**src/rtl/vlg_pkg.sv**
```systemverilog
package vlg_pkg;
  typedef enum logic [0:0] {EDGE_BOTH = 1'b0, EDGE_FALL = 1'b1} edge_kind_e;
  typedef enum logic [0:0] {REF_VERT = 1'b0, REF_FIELD = 1'b1} ref_src_e;
endpackage

```
**src/rtl/vlg_edge_det.sv**
```systemverilog
module vlg_edge_det
  import vlg_pkg::*;
#(
  parameter edge_kind_e KIND = EDGE_BOTH
) (
  input  logic clk,
  input  logic rst_n,
  input  logic d,
  output logic pulse
);
  logic s_now, s_old;

  always_ff @(posedge clk or negedge rst_n) begin
    if (!rst_n) begin
      s_now <= 1'b0;
      s_old <= 1'b0;
    end else begin
      s_now <= d;
      s_old <= s_now;
    end
  end

  generate
    if (KIND == EDGE_FALL) begin : g_fall
      assign pulse = s_old & ~s_now;
    end else begin : g_both
      assign pulse = s_old ^ s_now;
    end
  endgenerate
endmodule

```
**src/rtl/vlg_line_counter.sv**
```systemverilog
module vlg_line_counter #(
  parameter int LINE_W = 11
) (
  input  logic              clk,
  input  logic              rst_n,
  input  logic              load,
  input  logic              step,
  input  logic [LINE_W-1:0] preload,
  input  logic              gating,
  input  logic              done,
  output logic              armed,
  output logic              hit
);
  logic [LINE_W-1:0] cnt;
  logic              counting;

  assign counting = armed & ~gating;
  assign hit      = counting & step & ~load & (cnt == LINE_W'(1));

  always_ff @(posedge clk or negedge rst_n) begin
    if (!rst_n) begin
      cnt   <= '0;
      armed <= 1'b0;
    end else if (load) begin
      cnt   <= preload;
      armed <= (preload != '0);
    end else if (done) begin
      armed <= 1'b0;
    end else if (counting && step) begin
      cnt <= cnt - LINE_W'(1);
    end
  end

  // an idle counter does not move
  a_r5_idle_hold: assert property (@(posedge clk) disable iff (!rst_n)
    (!armed && !load) |=> $stable(cnt));
  // zero preload never arms
  a_r6_zero_no_arm: assert property (@(posedge clk) disable iff (!rst_n)
    (load && preload == '0) |=> !armed);
endmodule

```
**src/rtl/vlg_run_timer.sv**
```systemverilog
module vlg_run_timer #(
  parameter int RUN_W = 4
) (
  input  logic             clk,
  input  logic             rst_n,
  input  logic             start,
  input  logic             step,
  input  logic             abort,
  input  logic [RUN_W-1:0] run_len,
  output logic             gate,
  output logic             done
);
  localparam int REM_W = RUN_W + 1;

  function automatic logic [REM_W-1:0] edges_for(input logic [RUN_W-1:0] n);
    logic [RUN_W-1:0] lines;
    lines = (n == '0) ? RUN_W'(1) : n;
    return {lines, 1'b0};
  endfunction

  logic [REM_W-1:0] rem;

  assign done = gate & step & ~abort & (rem == REM_W'(1));

  always_ff @(posedge clk or negedge rst_n) begin
    if (!rst_n) begin
      gate <= 1'b0;
      rem  <= '0;
    end else if (abort) begin
      gate <= 1'b0;
    end else if (start) begin
      gate <= 1'b1;
      rem  <= edges_for(run_len);
    end else if (gate && step) begin
      rem <= rem - REM_W'(1);
      if (rem == REM_W'(1)) gate <= 1'b0;
    end
  end

  // the gate closes only on a counted transition or a reload
  a_r4_fall_cause: assert property (@(posedge clk) disable iff (!rst_n)
    $fell(gate) |-> $past(step || abort));
endmodule

```
**src/rtl/vline_gate.sv**
```systemverilog
module vline_gate
  import vlg_pkg::*;
#(
  parameter int LINE_W = 11,
  parameter int RUN_W  = 4
) (
  input  logic              clk,
  input  logic              rst_n,
  input  logic              csync_i,
  input  logic              vpulse_i,
  input  logic              field_i,
  input  logic              field_mode_i,
  input  logic              odd_sel_i,
  input  logic [LINE_W-1:0] line_sel_i,
  input  logic [RUN_W-1:0]  run_len_i,
  output logic              gate_o
);
  function automatic logic [LINE_W-1:0] preload_of(input logic [LINE_W-1:0] sel);
    return sel + LINE_W'(2);
  endfunction

  ref_src_e          ref_src;
  logic              ref_raw;
  logic              sync_edge;
  logic              ref_fall;
  logic [LINE_W-1:0] preload;
  logic              armed;
  logic              hit;
  logic              done;

  assign ref_src = ref_src_e'(field_mode_i);
  assign ref_raw = (ref_src == REF_FIELD) ? (field_i ^ odd_sel_i) : vpulse_i;
  assign preload = preload_of(line_sel_i);

  vlg_edge_det #(.KIND(EDGE_BOTH)) u_sync_edge (
    .clk(clk), .rst_n(rst_n), .d(csync_i), .pulse(sync_edge)
  );

  vlg_edge_det #(.KIND(EDGE_FALL)) u_ref_edge (
    .clk(clk), .rst_n(rst_n), .d(ref_raw), .pulse(ref_fall)
  );

  vlg_line_counter #(.LINE_W(LINE_W)) u_count (
    .clk(clk), .rst_n(rst_n), .load(ref_fall), .step(sync_edge),
    .preload(preload), .gating(gate_o), .done(done),
    .armed(armed), .hit(hit)
  );

  vlg_run_timer #(.RUN_W(RUN_W)) u_run (
    .clk(clk), .rst_n(rst_n), .start(hit), .step(sync_edge),
    .abort(ref_fall), .run_len(run_len_i), .gate(gate_o), .done(done)
  );

  // the gate opens only on a sync transition
  a_r3_rise_on_edge: assert property (@(posedge clk) disable iff (!rst_n)
    $rose(gate_o) |-> $past(sync_edge));
  // an open gate always belongs to an armed field
  a_r2_gate_needs_arm: assert property (@(posedge clk) disable iff (!rst_n)
    gate_o |-> armed);
  // the end of a run disarms the block
  a_r5_disarm_after_run: assert property (@(posedge clk) disable iff (!rst_n)
    ($fell(gate_o) && !$past(ref_fall)) |-> !armed);
  // a reference edge closes the gate
  a_r8_reload_drops: assert property (@(posedge clk) disable iff (!rst_n)
    ref_fall |=> !gate_o);
endmodule

```
**config.mk**
```make
export PLATFORM = sky130hd
export DESIGN_NAME = vline_gate
export DESIGN_NICKNAME = d
export VERILOG_FILES = /design/src/rtl/vlg_pkg.sv /design/src/rtl/vlg_edge_det.sv /design/src/rtl/vlg_line_counter.sv /design/src/rtl/vlg_run_timer.sv /design/src/rtl/vline_gate.sv
export SDC_FILE = /design/constraint.sdc
export NUM_CORES = 1
export LEC_CHECK = 0
export ABC_AREA = 1
export BUFFER_PORTS_ARGS = -buffer_cell sky130_fd_sc_hd__buf_2
export CAP_MARGIN = 20
export CORE_MARGIN = 3
export CORE_UTILIZATION = 60
export CTS_CLUSTER_DIAMETER = 30
export DETAILED_ROUTE_END_ITERATION = 10
export GPL_TIMING_DRIVEN = 0
export PLACE_DENSITY = 0.83
export RECOVER_POWER = 25
export SYNTH_ARGS = -nofsm -noshare
export SYNTH_HDL_FRONTEND = slang
export SYNTH_SLANG_ARGS = --single-unit
```
**constraint.sdc**
```tcl
create_clock -name clk -period 2.2 [get_ports clk]
set_input_delay 0.33 -clock clk [delete_from_list [all_inputs] [get_ports clk]]
set_output_delay 0.33 -clock clk [all_outputs]
set_load 0.005 [all_outputs]
```
==> impl_metrics.ini, run 1 <==
[clocking]
ctsHoldBuffers = 1
cts_setup_buffers = 0
cts.reportedPaths.clkPinSlew_ns = 0.13
ctsResizeCount = 0
tritoncts = yes
cts_sinks = 22
cts_buffers = 3
worst_skew_pair.late_latency_ns = 0.31
ctsLongestPathBuffers = 2
h-tree-depth = 1
root_buffer = clkbuf_4

[cells_and_area]
final_layout_size_suffix_gt1_share_pct = 13.6
multi_input_area_um2 = 861
fillCellCount = 199
final_nets = 278
utilization_pct = 74.9
area.growth.synth_to_final_pct = 13.4
antenna_cells = 0
seq_area_um2 = 551

[yosys]
syn-cell-area_um2 = 1530
ys.warnings.count = 0
combinational_family_with_the_most_area_after_synthesis = simple AND/OR/NAND/NOR gates
synth_edf_count = 0
synthesized_instance_count = 223
post_synth_fa_ha_maj_area_fraction_pct = 4.09
synth-main-ff-cell = dfrtp_1
yosysSeqAreaShare_pct = 36.0
dominant_cell_type_by_area_after_synthesis = dfrtp_1
asyncSetResetFlopFracSynth_pct = 100
yosys_register_bits = 22
synth_top_area_share_pct = 36.0
syn_nets = 250
postSynthAreaPerCell_um2 = 6.86
netlist-cell-type-count = 27
synth_compound_area_share_pct = 9.48
yosys.area_share.xor_xnor_pct = 3.35
synth.top_cells.by_area = dfrtp_1, nand2_1, nor2_1
synth_mux_area_share_pct = 0
synth.most_common_cell = nand2_1
post_synth_most_frequent_cells = nand2_1, nor2_1, inv_1, nand3_1, dfrtp_1
synth_simple_gate_area_share_pct = 39.3

[timing]
setup_repair_after_global_routing_missed_its_margin = false
whs_ns = 0.111
finalCriticalPeriod_ns = 1.59
setup_viol = 0
skew_ns = 0.0106
max-slew-margin-rel_pct = 23.2
hold_violations = 0
post-route-period-util_pct = 72.2
count_of_pins_over_their_slew_limit = 0
max_clock_freq_mhz = 630
fin_setup_tns_ns = 0
timing_worst_slew_pin_value_ns = 1.15

[drt]
routed-via-count = 1554
drt_pass1_iterations = 4
drt_iter0_drc = 101
drt_wl_total_um = 3510
routed_wire_length_per_instance_um = 12.6
drc = 0
drt-vias-per-instance = 5.59
ant_nets = 0

[floorplan]
dieArea_um2 = 3190
boundaryPins = 23
core.rowCount = 17
placeableCoreArea_um2 = 2320
die_w_um = 56.5
floorplan.initialDensity_pct = 66.0
die_h_um = 56.5

[worst_setup_path]
timing.critical_path.arrival_ns = 1.78
rrSetupSlack_ns = 0.61
timing_worst_setup_path_type = register to register
worst-r2r-cell-count = 9
r2r-end = u_count.cnt[6]
worst_r2r_startpoint = u_count.cnt[0]
crit_path_max_incr_delay_ns = 0.43
crit_required_ns = 2.39
critPathMostFrequentCell = nand2_1
critical_path_cell_by_cell = inv_1, ha_1, nand2_1, nor2_1, nand2_1, nand2_1, nand3_1, nand2_1, o21ai_0
critPathCaptureType = register
crit_path_top_delay_cell = dfrtp_1
crit_fanout = 4
worst_setup_path_start_kind = register

[power_and_ir_drop]
power_switching_share_pct = 37.4
clock_power_share_pct = 22.5
p_leak_nw = 0.901
comb_power_share_pct = 33.9
power.density_cell_area_nw_per_um2 = 795
power.net_switching_w = 0.000516
vdd.ir_drop.worst_v = 0.000603
power.share.sequential_pct = 43.6
power.internal_w = 0.000863

[global_routing]
grt_pass1_vias = 1522
largest_net_degree_at_the_start_of_global_routing = 23
grt_overflow_total = 0
antenna_found_initial = 0
grt_use_total_pct = 24.4
grt_pass1_wl_um = 6380

[worst_hold_path]
hold-path-endpoint = u_sync_edge.s_now
hold-path-cell-count = 1
timing.hold.worst.start = csync_i
classification_of_the_worst_slack_hold_path = input port to register

[placed_design]
finalWeightedCongestion = 0.952
port-buffer-count = 22
hpwlAfterDp_um = 2780

[run_status]
outcome = complete, no violations

[run]
drv.max_cap_violation_count = 0
[per-layer routing]
metal | GRT usage (%) | up-vias | wire [µm]
li1 | - | 773 | -
met1 | 29.4 | 699 | 1410
met2 | 43.6 | 70 | 1750
met3 | 2.76 | 12 | 255
met4 | 10.2 | 0 | 102
met5 | 0 | - | 0
[logic make-up (layout without fill, tap and decap cells)]
| group | Yosys count | after routing |
|---|---|---|
| AOI/OAI and AO/OA | 25 | 25 |
| and+or+nand+nor | 135 | 135 |
| adders and majority gates | 5 | 5 |
| DFF | 22 | 22 |
| buffers and inverters | 31 | 58 |
| xor gates and xnor gates | 5 | 5 |
[worst max path at each step]
stage,endpoint,from,cells after the start
after floorplan,u_count.cnt[6],u_count.cnt[0],9
after CTS,u_count.cnt[6],u_count.cnt[0],9
after global placement,u_count.cnt[0],u_sync_edge.s_now,6
final,u_count.cnt[6],u_count.cnt[0],9
after detailed placement,u_count.armed,line_sel_i[1],12
after global routing,u_count.cnt[0],u_sync_edge.s_now,6
[worst max-delay path, delay by kind of cell (launching register included)]
kind	cells	cell delay, ns
adder cells (fa/ha/maj)	1	0.17
AND/OR/NAND/NOR	6	0.65
flip-flops	1	0.43
AO/OA/AOI/OAI	1	0.10
buffers and inverters	1	0.11
[cell usage in the layout, fill, tap and decap left out]
cell           count
a21oi_1            5
buf_2             20
bufinv_16          1
clkbuf_1           3
clkbuf_4           3
dfrtp_1           22
dlygate4sd3_1      1
ha_1               5
inv_1             28
inv_2              1
inv_4              1
nand2_1           61
nand2_4            2
nand3_1           24
nand3_2            1
nand3b_1           2
nand4_1            3
nor2_1            35
nor2_4             1
nor3_1             3
nor3_4             1
o211ai_1           1
o21ai_0           12
o21ai_1            1
o21bai_1           2
o221ai_1           3
o22ai_1            1
or2_2              2
xnor2_1            2
xor2_1             2
xor2_2             1
[area by class of cell]
| cell class | instances | share of cell area [%] |
|---|---|---|
| Multi-Input combinational cell | 170 | 49.6 |
| Clock buffer | 3 | 1.30 |
| Timing Repair Buffer | 23 | 6.78 |
| Tap cell | 28 | 2.02 |
| Sequential cell | 22 | 31.7 |
| Clock inverter | 1 | 1.73 |
| Inverter | 30 | 6.63 |
| Buffer | 1 | 0.216 |
[per-stage QoR]
step                      setup slack (ns)  cells  instance area [µm²]  power [W]
final                                0.612    278                 1740    0.00138
after global placement               0.698    273                 1680    0.00103
after global routing                 0.490    278                 1740    0.00149
after detailed placement             0.642    273                 1680    0.00107
after CTS                            0.639    278                 1740    0.00138
after floorplan                      0.900    223                 1530   0.000930
[power groups by stage]
| stage | clock network (W) | logic (W) | registers, W |
|---|---|---|---|
| after floorplan | 0 | 0.000347 | 0.000583 |
| after CTS | 0.000318 | 0.000466 | 0.000598 |
| after global placement | 0 | 0.000433 | 0.000602 |
| final | 0.000311 | 0.000467 | 0.000601 |
| after detailed placement | 0 | 0.000460 | 0.000606 |
| after global routing | 0.000331 | 0.000541 | 0.000614 |
[flip-flops by register name, indices dropped and copies added (netlist names)]
signal,flops
u_count.armed,1
u_count.cnt,11
u_ref_edge.s_now,1
u_ref_edge.s_old,1
u_run.gate,1
u_run.rem,5
u_sync_edge.s_now,1
u_sync_edge.s_old,1
(Power assumes the default switching activity.)
==> run 2: changes to the inputs <==
--- a/config.mk
+++ b/config.mk
@@ -9,11 +9,11 @@
 export BUFFER_PORTS_ARGS = -buffer_cell sky130_fd_sc_hd__buf_2
 export CAP_MARGIN = 20
 export CORE_MARGIN = 3
-export CORE_UTILIZATION = 60
+export CORE_UTILIZATION = 56
 export CTS_CLUSTER_DIAMETER = 30
 export DETAILED_ROUTE_END_ITERATION = 10
 export GPL_TIMING_DRIVEN = 0
-export PLACE_DENSITY = 0.83
+export PLACE_DENSITY = 0.79
 export RECOVER_POWER = 25
 export SYNTH_ARGS = -nofsm -noshare
 export SYNTH_HDL_FRONTEND = slang
==> constraint.sdc (replaced) <==
create_clock -name clk -period 1.49 [get_ports clk]
set_input_delay 0.2235 -clock clk [delete_from_list [all_inputs] [get_ports clk]]
set_output_delay 0.2235 -clock clk [all_outputs]
set_load 0.005 [all_outputs]
==> run 2 against run 1 <==
  * Sequential cell count is the same
  * Die area grew 6.4%
  * Combinational power grew 89%
  * Worst setup slack lost 0.59 ns
  * Maximum frequency grew 7.8%
  * Critical path depth shrank 3
  * Critical endpoint is now u_run.rem[4]
  * Largest power group unchanged
  * Highest routed layer unchanged
==> impl_metrics.ini, run 2 (synthesis gave the netlist of run 1 again) <==
[run_status]
outcome = complete, no violations

[global_routing]
grt_overflow_total = 0
largest_net_degree_at_the_start_of_global_routing = 23
grt_use_total_pct = 21.1
antenna_found_initial = 0
grt_pass1_vias = 1346
grt_pass1_wl_um = 5620

[worst_setup_path]
critical_path_cell_by_cell = xor2_2, nand3_2, inv_4, nand2_4, o21ai_0, nor2_1
timing_worst_setup_path_type = register to register
depth_of_the_critical_timing_path_with_buffers_and_inverters_included = 6
rrSetupSlack_ns = 0.02
timing.critical_path.arrival_ns = 1.68
crit_path_max_incr_delay_ns = 0.44
worst-r2r-cell-count = 6
crit_fanout = 7
worst_setup_path_start_kind = register
critical-path-top-delay-family = flip-flops
crit_required_ns = 1.70
r2r-end = u_run.rem[4]
worst_r2r_startpoint = u_sync_edge.s_now
critPathCaptureType = register
crit_path_top_delay_cell = dfrtp_1
worst-path-buf-inv = 1

[run]
drv.max_cap_violation_count = 0

[placed_design]
hpwlAfterDp_um = 2610
finalWeightedCongestion = 0.857
port-buffer-count = 22
dpl-instance-area_um2 = 1680

[cells_and_area]
top_library_cells_by_usage_in_the_layout_fill_and_taps_aside = nand2_1, nor2_1, inv_1, nand3_1, dfrtp_1
final_nets = 290
final_layout_size_suffix_gt1_share_pct = 23.3
postLayoutCellArea_um2 = 1860
top_register = u_count.cnt
area.growth.synth_to_final_pct = 21.8
layout_commonest_cell = nand2_1
reg_top3 = u_count.cnt x11, u_run.rem x5
antenna_cells = 0
utilization_pct = 73.3
largest_register_ffs = 11

[power_and_ir_drop]
vdd.ir_drop.worst_v = 0.000916
power_switching_share_pct = 40.0
power.net_switching_w = 0.000849
power.density_cell_area_nw_per_um2 = 1140
p_leak_nw = 0.965
power.internal_w = 0.00127
power.total_w = 0.00212
power.share.sequential_pct = 43.0
comb_power_share_pct = 41.6
clock_power_share_pct = 15.4

[timing]
setup_repair_after_global_routing_missed_its_margin = true
max-slew-margin-rel_pct = 63.8
post-route-period-util_pct = 98.8
max_clock_freq_mhz = 679
finalCriticalPeriod_ns = 1.47
setup_viol = 0
hold_violations = 0
skew_ns = 0.00578
count_of_pins_over_their_slew_limit = 0
timing_worst_slew_pin_value_ns = 0.544

[worst_hold_path]
hold-path-cell-count = 1
timing.hold.worst.start = csync_i
hold-path-endpoint = u_sync_edge.s_now
classification_of_the_worst_slack_hold_path = input port to register

[floorplan]
placeableCoreArea_um2 = 2540
boundaryPins = 23
core.rowCount = 18
die_w_um = 58.3
dieArea_um2 = 3400
die_h_um = 58.3
floorplan.initialDensity_pct = 60.1

[clocking]
cts_sinks = 22
cts_buffers = 3
tritoncts = yes
cts.reportedPaths.clkPinSlew_ns = 0.12
worst_skew_pair.late_latency_ns = 0.31
root_buffer = clkbuf_4
ctsLongestPathBuffers = 2
h-tree-depth = 1

[drt]
drc = 0
ant_nets = 0
drt_iter0_drc = 144
routed-via-count = 1555
routed_wire_length_per_instance_um = 12.2
drt_wl_total_um = 3570
drt_pass1_iterations = 4
drt-vias-per-instance = 5.33
-- run 2: cell types whose count changed in the layout (fill, tap and decap cells not counted), sizes merged --
cell,change
buf,+13
bufinv,-1
-- run 2: worst max-delay path by stage --
stage                      startpoint  slack [ns]        endpoint
finish              u_sync_edge.s_now        0.02    u_run.rem[4]
global route        u_sync_edge.s_now       -0.09    u_run.rem[4]
CTS                 u_sync_edge.s_old        0.01  u_count.cnt[0]
detailed placement     u_count.cnt[0]       -0.06  u_count.cnt[6]
global placement    u_sync_edge.s_now       -0.05  u_count.cnt[0]
floorplan              u_count.cnt[0]        0.19  u_count.cnt[6]
-- run 2: power groups by stage --
stage / sequential (W) / combinational [W] / clock (W)
after CTS: 0.000879 / 0.000695 / 0.000337
after detailed placement: 0.000890 / 0.000671 / 0
after floorplan: 0.000861 / 0.000512 / 0
after global routing: 0.000936 / 0.000992 / 0.000359
after global placement: 0.000884 / 0.000657 / 0
final: 0.000913 / 0.000882 / 0.000327
-- run 2: layout make-up --
class	count	area, µm²
multi-input combinational	170	908
clock buffer	4	36.3
timing repair buffer	35	210
sequential	22	551
tap	30	37.5
buffer	1	3.75
inverter	30	118
fill	205	681
-- run 2: layer usage --
layer	part of all wire (%)	up-vias	GRT usage, %	routed length [µm]
met4	0.70	0	7.28	25
met2	47	55	32.4	1670
met1	46	698	29.5	1640
li1	-	796	-	-
met5	0	-	0	0
met3	6.4	6	4.45	228
-- run 2: repair_timing --
| action | in CTS | in global routing |
|---|---|---|
| endpoints found under the hold margin | 22 | 0 |
| hold buffers | 1 | 0 |
| pin swaps | 1 | 9 |
| buffers inserted | 1 | 11 |
| gates cloned | 0 | 0 |
| setup endpoints to repair | 6 | 15 |
| resized for setup | 3 | 15 |
-- run 2: through the flow --
stage	worst slack [ns]	hold slack [ns]	setup TNS, ns	instances
after global routing	-0.0870	0.000985	-0.227	292
after CTS	0.0133	0.00865	0	281
after floorplan	0.190	-0.0721	0	223
final	0.0176	0.00994	0	292
after detailed placement	-0.0556	0.216	-0.132	275
after global placement	-0.0495	0.213	-0.0704	275
